File: src/rtl/fsdt_pkg.sv
package fsdt_pkg;

  typedef enum logic [1:0] {
    FS_OFF   = 2'd0,
    FS_INIT  = 2'd1,
    FS_CLEAN = 2'd2,
    FS_DIRTY = 2'd3
  } ctx_state_e;

  localparam int NUM_CTX = 2;
  localparam int CTX_HOST  = 0;
  localparam int CTX_GUEST = 1;

  function automatic logic any_dirty(input logic [1:0] a,
                                     input logic [1:0] b,
                                     input logic [1:0] c);
    return (a == FS_DIRTY) || (b == FS_DIRTY) || (c == FS_DIRTY);
  endfunction

  function automatic logic can_promote(input logic [1:0] fs);
    return (fs == FS_INIT) || (fs == FS_CLEAN);
  endfunction

endpackage

File: src/rtl/fsdt_ctx_reg.sv
module fsdt_ctx_reg
  import fsdt_pkg::*;
#(
  parameter int XLEN   = 64,
  parameter int FS_LSB = 13,
  parameter int VS_LSB = 9,
  parameter int XS_LSB = 15
) (
  input  logic            clk,
  input  logic            rst,
  input  logic            wr_en,
  input  logic [XLEN-1:0] wr_data,
  input  logic            mark_req,
  output logic [XLEN-1:0] stat_o,
  output logic [1:0]      fs_next_o,
  output logic            marked_o
);

  localparam int SD_BIT = XLEN - 1;
  localparam logic [XLEN-1:0] KEEP_MASK =
    ~(({{(XLEN-2){1'b0}}, 2'b11} << FS_LSB) | ({{(XLEN-1){1'b0}}, 1'b1} << SD_BIT));

  logic [XLEN-1:0] stat_q, stat_d;
  logic            mark_q, mark_d;
  logic [1:0]      fs_cur;

  assign fs_cur = stat_q[FS_LSB +: 2];

  always_comb begin
    stat_d = stat_q;
    mark_d = 1'b0;
    if (wr_en) begin
      stat_d         = wr_data;
      stat_d[SD_BIT] = any_dirty(wr_data[FS_LSB +: 2], wr_data[VS_LSB +: 2],
                                 wr_data[XS_LSB +: 2]);
    end else if (mark_req && can_promote(fs_cur)) begin
      stat_d[FS_LSB +: 2] = FS_DIRTY;
      stat_d[SD_BIT]      = 1'b1;
      mark_d              = 1'b1;
    end
  end

  always_ff @(posedge clk) begin
    if (rst) begin
      stat_q <= '0;
      mark_q <= 1'b0;
    end else begin
      stat_q <= stat_d;
      mark_q <= mark_d;
    end
  end

  assign stat_o    = stat_q;
  assign fs_next_o = stat_d[FS_LSB +: 2];
  assign marked_o  = mark_q;

  // a mark pulse always accompanies a dirty field and a set summary bit
  a_r3_mark_sets_dirty: assert property (@(posedge clk) disable iff (rst)
    mark_q |-> (stat_q[FS_LSB +: 2] == FS_DIRTY) && stat_q[SD_BIT]);

  // an already dirty field is not rewritten
  a_r4_dirty_no_write: assert property (@(posedge clk) disable iff (rst)
    (mark_req && !wr_en && fs_cur == FS_DIRTY) |=> ($stable(stat_q) && !mark_q));

  // the summary bit follows the dirty fields held in the register
  a_r7_summary_consistent: assert property (@(posedge clk) disable iff (rst)
    stat_q[SD_BIT] == any_dirty(stat_q[FS_LSB +: 2], stat_q[VS_LSB +: 2],
                                stat_q[XS_LSB +: 2]));

  // a software write suppresses the mark pulse
  a_r8_write_wins: assert property (@(posedge clk) disable iff (rst)
    wr_en |=> !mark_q);

  // without a write, bits outside the field and summary bit hold
  a_r9_other_bits_hold: assert property (@(posedge clk) disable iff (rst)
    !wr_en |=> ((stat_q & KEEP_MASK) == ($past(stat_q) & KEEP_MASK)));

endmodule

File: src/rtl/fsdt_gate.sv
module fsdt_gate
  import fsdt_pkg::*;
(
  input  logic       clk,
  input  logic       rst,
  input  logic       virt_on,
  input  logic [1:0] host_fs_next,
  input  logic [1:0] guest_fs_next,
  output logic       allowed_o
);

  logic allowed_q;

  always_ff @(posedge clk) begin
    if (rst) begin
      allowed_q <= 1'b0;
    end else begin
      allowed_q <= (host_fs_next != FS_OFF) &&
                   (!virt_on || (guest_fs_next != FS_OFF));
    end
  end

  assign allowed_o = allowed_q;

  // an off host field forbids floating-point instructions
  a_r2_off_blocks: assert property (@(posedge clk) disable iff (rst)
    (host_fs_next == FS_OFF) |=> !allowed_q);

endmodule

File: src/rtl/fp_ctx_tracker.sv
module fp_ctx_tracker
  import fsdt_pkg::*;
#(
  parameter int XLEN   = 64,
  parameter int FS_LSB = 13,
  parameter int VS_LSB = 9,
  parameter int XS_LSB = 15
) (
  input  logic            clk,
  input  logic            rst,
  input  logic            host_wr_en,
  input  logic [XLEN-1:0] host_wr_data,
  input  logic            guest_wr_en,
  input  logic [XLEN-1:0] guest_wr_data,
  input  logic            virt_on,
  input  logic            fp_mod,
  output logic [XLEN-1:0] host_status,
  output logic [XLEN-1:0] guest_status,
  output logic            fp_allowed,
  output logic            host_marked,
  output logic            guest_marked
);

  logic [NUM_CTX-1:0]           wr_en_v;
  logic [NUM_CTX-1:0][XLEN-1:0] wr_data_v;
  logic [NUM_CTX-1:0]           mark_req_v;
  logic [NUM_CTX-1:0][XLEN-1:0] stat_v;
  logic [NUM_CTX-1:0][1:0]      fs_next_v;
  logic [NUM_CTX-1:0]           marked_v;
  logic                         host_live;

  assign host_live = stat_v[CTX_HOST][FS_LSB +: 2] != FS_OFF;

  assign wr_en_v[CTX_HOST]     = host_wr_en;
  assign wr_en_v[CTX_GUEST]    = guest_wr_en;
  assign wr_data_v[CTX_HOST]   = host_wr_data;
  assign wr_data_v[CTX_GUEST]  = guest_wr_data;
  assign mark_req_v[CTX_HOST]  = fp_mod && host_live;
  assign mark_req_v[CTX_GUEST] = fp_mod && host_live && virt_on;

  for (genvar gi = 0; gi < NUM_CTX; gi++) begin : g_ctx
    fsdt_ctx_reg #(
      .XLEN  (XLEN),
      .FS_LSB(FS_LSB),
      .VS_LSB(VS_LSB),
      .XS_LSB(XS_LSB)
    ) ctx_i (
      .clk      (clk),
      .rst      (rst),
      .wr_en    (wr_en_v[gi]),
      .wr_data  (wr_data_v[gi]),
      .mark_req (mark_req_v[gi]),
      .stat_o   (stat_v[gi]),
      .fs_next_o(fs_next_v[gi]),
      .marked_o (marked_v[gi])
    );
  end

  fsdt_gate gate_i (
    .clk          (clk),
    .rst          (rst),
    .virt_on      (virt_on),
    .host_fs_next (fs_next_v[CTX_HOST]),
    .guest_fs_next(fs_next_v[CTX_GUEST]),
    .allowed_o    (fp_allowed)
  );

  assign host_status  = stat_v[CTX_HOST];
  assign guest_status = stat_v[CTX_GUEST];
  assign host_marked  = marked_v[CTX_HOST];
  assign guest_marked = marked_v[CTX_GUEST];

  // with the host field off, a modify pulse marks nothing
  a_r5_off_no_mark: assert property (@(posedge clk) disable iff (rst)
    (fp_mod && !host_live) |=> (!host_marked && !guest_marked));

  // guest copy untouched while virtualization is inactive
  a_r6_guest_idle: assert property (@(posedge clk) disable iff (rst)
    (!virt_on && !guest_wr_en) |=> $stable(guest_status));

endmodule

File: config.mk
export PLATFORM = sky130hd
export DESIGN_NAME = fp_ctx_tracker
export DESIGN_NICKNAME = d
export VERILOG_FILES = /design/src/rtl/fsdt_pkg.sv /design/src/rtl/fsdt_ctx_reg.sv /design/src/rtl/fsdt_gate.sv /design/src/rtl/fp_ctx_tracker.sv
export SDC_FILE = /design/constraint.sdc
export NUM_CORES = 1
export LEC_CHECK = 0
export BUFFER_PORTS_ARGS = -buffer_cell sky130_fd_sc_hd__buf_4
export CORE_UTILIZATION = 34
export CTS_CLUSTER_SIZE = 40
export DETAILED_ROUTE_END_ITERATION = 7
export GPL_TIMING_DRIVEN = 0
export PLACE_DENSITY = 0.73
export SYNTH_ARGS = -nofsm -noshare
export SYNTH_HDL_FRONTEND = slang
export SYNTH_SLANG_ARGS = --single-unit
File: constraint.sdc
create_clock -name clk -period 3.16 [get_ports clk]
set_clock_uncertainty 0.05 [all_clocks]
set_input_delay 0.632 -clock clk [delete_from_list [all_inputs] [get_ports clk]]
set_output_delay 0.632 -clock clk [all_outputs]
set_load 0.02 [all_outputs]
### Word-level counts from Yosys, hierarchy flattened

Index checks and enable logic that the tools add are counted.
Widths: inputs -> output; s select.

| cells by class | value |
|---|---|
| reductions and logical operators | 20 |
| muxes and demuxes | 10 |
| equal/unequal tests | 10 |

Operators with widths:

| cell | count |
|---|---|
| $eq 2x2->1 const B | 8 |
| $reduce_bool 2->1 | 5 |
| $mux 2 | 4 |
| $logic_or 1x1->1 | 7 |
| $mux 1 | 6 |
| $logic_and 1x1->1 | 5 |
| $eq 2x1->1 const B | 2 |
| $reduce_or 2->1 | 2 |
| $logic_not 1->1 | 1 |

| storage, ports and cells | value |
|---|---|
| word-level logic and storage cells | 49 |
| register bits after elaboration | 131 |
| input bits | 134 |
| output and inout bits | 131 |

### Longest topological paths before layout

| logic depth | value |
|---|---|
| depth after elaboration | 9 |
| mapped depth | 5 |
| depth with buffers taken out | 5 |

### Cells and area by module

A second synthesis with hierarchy kept.

| second synthesis, totals | value |
|---|---|
| cell total of the unflattened synthesis | 444 |
| area, all modules | 4757.1 sq um |

By module, submodules not included:

| module | area each (sq um) | times used | cells each | seq. area each (sq um) |
|---|---|---|---|---|
| fsdt_ctx_reg | 2349.8 | 2 | 219 | 1301.2 |
| fsdt_gate | 40.0 | 1 | 4 | 20.0 |
| fp_ctx_tracker | 17.5 | 1 | 2 | 0.0 |

### Least setup slack after synthesis

No wires, ideal clock.

| path | value |
|---|---|
| path kind | input -> register |
| start point | in guest_wr_en |
| end point | reg gate_i.allowed_q, in the netlist gate_i.allowed_o |
| path buffers | 1 |
| path slack | 1.653 ns |
| data arrival time | 1.327 ns |
| required time | 2.980 ns |
| stages on the path | 4 |
| library setup time | 0.130 ns |
| cells stage by stage | buf_6 > mux2_4 > a311oi_2 > a2bb2oi_1 |

| on the way | value |
|---|---|
| word-level cells in the longest chain between the ends | 4 |

Ends and longest elaborated chain:

| what | line | RTL |
|---|---|---|
| from (decl) | fp_ctx_tracker.sv:13 | `input logic guest_wr_en,` |
| $mux 2 | fsdt_ctx_reg.sv:32 | `if (wr_en) begin` |
| $reduce_bool 2->1 | fsdt_gate.sv:19 | `(!virt_on \|\| (guest_fs_next != FS_OFF));` |
| $logic_or 1x1->1 | fsdt_gate.sv:19 |  |
| $logic_and 1x1->1 | fsdt_gate.sv:18 | `allowed_q <= (host_fs_next != FS_OFF) &&` |
| to (signal assigned) | fsdt_gate.sv:18 |  |
| to (decl) | fsdt_gate.sv:12 | `logic allowed_q;` |

Every way passes these cells.
A chain may end at the register's enable or synchronous reset.

### Final worst setup path

| path | value |
|---|---|
| start point | reg g_ctx[1].ctx_i.stat_q[14] |
| end point | out guest_status[14] |

RTL lines:

| what | line | RTL |
|---|---|---|
| from (decl) | fsdt_ctx_reg.sv:23 | `logic [XLEN-1:0] stat_q, stat_d;` |
| from (signal assigned) | fsdt_ctx_reg.sv:48 | `stat_q <= stat_d;` |
| to (decl) | fp_ctx_tracker.sv:18 | `output logic [XLEN-1:0] guest_status,` |

No word-level cell between the ends.

==> flow_summary_export.csv <==
group,metric,value,unit
status,outcome,"finished clean",
worst_setup_path,criticalPathCategory,"flop to output port",
die,coreArea,13900,sq um
clocking,cts_buffer_depth,2,
final_layout,layout-drive-gt1-share,43.7,%
power,vdd_drop_max,324,uV
final_layout,final_net_count,853,
worst_setup_path,crit_fanout,5,
final_layout,antenna_cells,0,
drt,wl_per_cell,14.5,um
yosys,synth_cells,438,
worst_setup_path,cp-end-kind,"output port",
run,cap_violations,0,
drt,vias,4123,
final_layout,final_area,7590,sq um
power,p_per_area,574,nW/um^2
yosys,ys_ff_latch,131,
global_route,grt_pass1_wl,20.1,mm
place,gp_congestion,0.757,
global_route,grt_pass1_vias,4139,
power,comb_power_share,16.0,%
clocking,clk_latency,0.41,ns
clocking,cts.sinks,131,
die,die-area,14700,sq um
global_route,grt_max_degree,17,
die,die_x,121,um
power,power_switching,1.09,mW
drt,drc,0,
timing,finalCritPeriodShare,53.3,%
timing,setup_viol,0,
timing,maxSlewHeadroom,69.1,%
drt,routed_wl,13.2,mm
die,start_util,34.9,%
timing,max_freq,593,MHz
worst_setup_path,cp_top_family,"flip-flops",
yosys,synth_area_per_cell,11.0,sq um
clocking,post_cts_resized,0,
power,switching_share,25.0,%
global_route,overflow,0,
clocking,cts_tree,"done",
final_layout,syn_to_final_growth,56.8,%
drt,viasPerCell,4.53,
clocking,cts_root_buf,"clkbuf_16",
clocking,cts_buffers,17,
timing,finalHoldViolCount,0,
drt,dr.pass1.iters,4,
die,die_y,121,um
worst_setup_path,path_cells,"buf_4",
clocking,path_clk_slew,0.06,ns
worst_setup_path,worstPathRequired,2.48,ns
worst_setup_path,crit_buf_inv,1,
final_layout,final_common_cell,"buf_4",
timing,final-max-slew-violation-count,0,
timing,tns,0,ns
yosys,synth.net_count,573,
timing,worst-slew-pin-transition,0.460,ns
worst_setup_path,max_stage_delay,0.41,ns
clocking,cts_hold_buf,0,
clocking,post_cts.repair.setup_buffers,0,
drt,ant_nets,0,
power,power,4.35,mW
place,numPortBuffers,261,
drt,drt_iter0_drc,122,
global_route,antenna_found_initial,0,
clocking,cts_max_level,4,
worst_hold_path,hold_path.class,"input pin to flop",
power,p_clk_share,42.4,%
yosys,netlist_area,4840,sq um
global_route,grt_use_total,17.9,%
power,leakage,3.87,nW
power,power_frac_seq,41.6,%
die,row_count,43,
place,place_area,7020,sq um
worst_setup_path,crit_path_top_delay_cell,"dfxtp_1",
final_layout,mostFrequentLayoutCells,"buf_4, dfxtp_1, nor2_1",
timing,min_period,1.69,ns
yosys,synth-seq-area-share,54.2,%
power,p_int,3.26,mW
timing,rsz0062_at_grt,"no",
place,dp_hpwl,10.3,mm
worst_setup_path,worst_ep_arrival_time,1.00,ns
yosys,yosysUniqueCellTypes,27,
worst_setup_path,start_kind,"flop",
die,pin_count,265,
yosys,yosysWarningCount,0,
==> state kept, by name, summed over array words and instances, names as in the netlist <==
name and count:
g_ctx.ctx_i.stat_o 128, gate_i.allowed_o 1, g_ctx.ctx_i.marked_o 2
==> final cells by class <==
class                           instances  area (sq um)
Tap cell                              180           225
Inverter                                5          18.8
Multi-Input combinational cell        273          1920
Buffer                                 29           273
Timing Repair Buffer                  261          1960
Sequential cell                       131          2620
Fill cell                            1203          6290
Clock inverter                          9          80.1
Clock buffer                           22           484
==> per-layer routing <==
metal	global-route usage (%)	part of all wire, %	wire (um)	vias up
met2	29.9	50	6590	167
met3	6.77	8.1	1070	20
met4	7.87	1.7	231	0
met1	20.1	40	5310	1905
li1	-	-	-	2031
met5	0	0	0	-
==> cell usage after synthesis, drive strengths merged <==
master   instances  area [sq um]
a222oi           1          10.0
ha               1          12.5
inv              5          18.8
a21oi            1          5.00
xor2             1          8.76
and2b            1          7.51
a22oi            1          7.51
a311oi           1          15.0
a221oi           4          53.8
and4b            1          10.0
a21boi           1          7.51
a2bb2oi          1          8.76
mux2             1          15.0
nor2           128           480
nand3            1          5.00
dfxtp          131          2620
o31ai            1          7.51
nor3             2          10.0
mux2i          122          1220
nand2b           3          18.8
buf             22           247
nand3b           1          20.0
clkbuf           7          26.3
==> path summary, 6_finish.rpt <==
kind / start / to / slack [ns] / depth (start not counted)
hold reg to reg: g_ctx[0].ctx_i.stat_o[42] / g_ctx[0].ctx_i.stat_o[42] / 0.44 / 2
hold / removal: rst / g_ctx[0].ctx_i.stat_o[13] / 0.36 / 2
setup / recovery: g_ctx[1].ctx_i.stat_o[14] / guest_status[14] / 1.47 / 1
setup reg to reg: g_ctx[0].ctx_i.stat_o[13] / gate_i.allowed_o / 1.62 / 5
==> per-stage QoR <==
stage	hold WS, ns	util [%]	setup WS, ns	instances
floorplan	0.533	-	1.65	438
global placement	0.425	50.6	1.44	879
detailed placement	0.430	50.6	1.43	879
CTS	0.341	54.7	1.46	910
global route	0.340	54.7	1.42	910
finish	0.360	54.7	1.47	910
==> worst register-to-register path: stages (launching register included) <==
cell and delay, ns:
dfxtp_1 0.33, inv_1 0.06, ha_1 0.19, and4b_1 0.20, o31ai_1 0.40, a2bb2oi_1 0.16
==> logic make-up (layout without fill, tap and decap cells) <==
| group | after synthesis | count (layout) | synth area share [%] |
|---|---|---|---|
| buf+inv | 34 | 326 | 6.03 |
| xor+xnor | 1 | 1 | 0.181 |
| mux | 123 | 123 | 25.5 |
| simple gates | 137 | 137 | 11.4 |
| compound gates | 11 | 11 | 2.38 |
| fa+ha+maj | 1 | 1 | 0.259 |
| flops | 131 | 131 | 54.2 |
==> power groups by stage <==
stage               Clock [mW]  Sequential [mW]  Combinational, mW
detailed placement           0             1.84              0.703
CTS                       1.88             1.81              0.704
global placement             0             1.84              0.687
global route              1.97             1.82              0.745
finish                    1.85             1.81              0.696
floorplan                    0             1.96              0.239
Power figures use the tool's default switching activity.
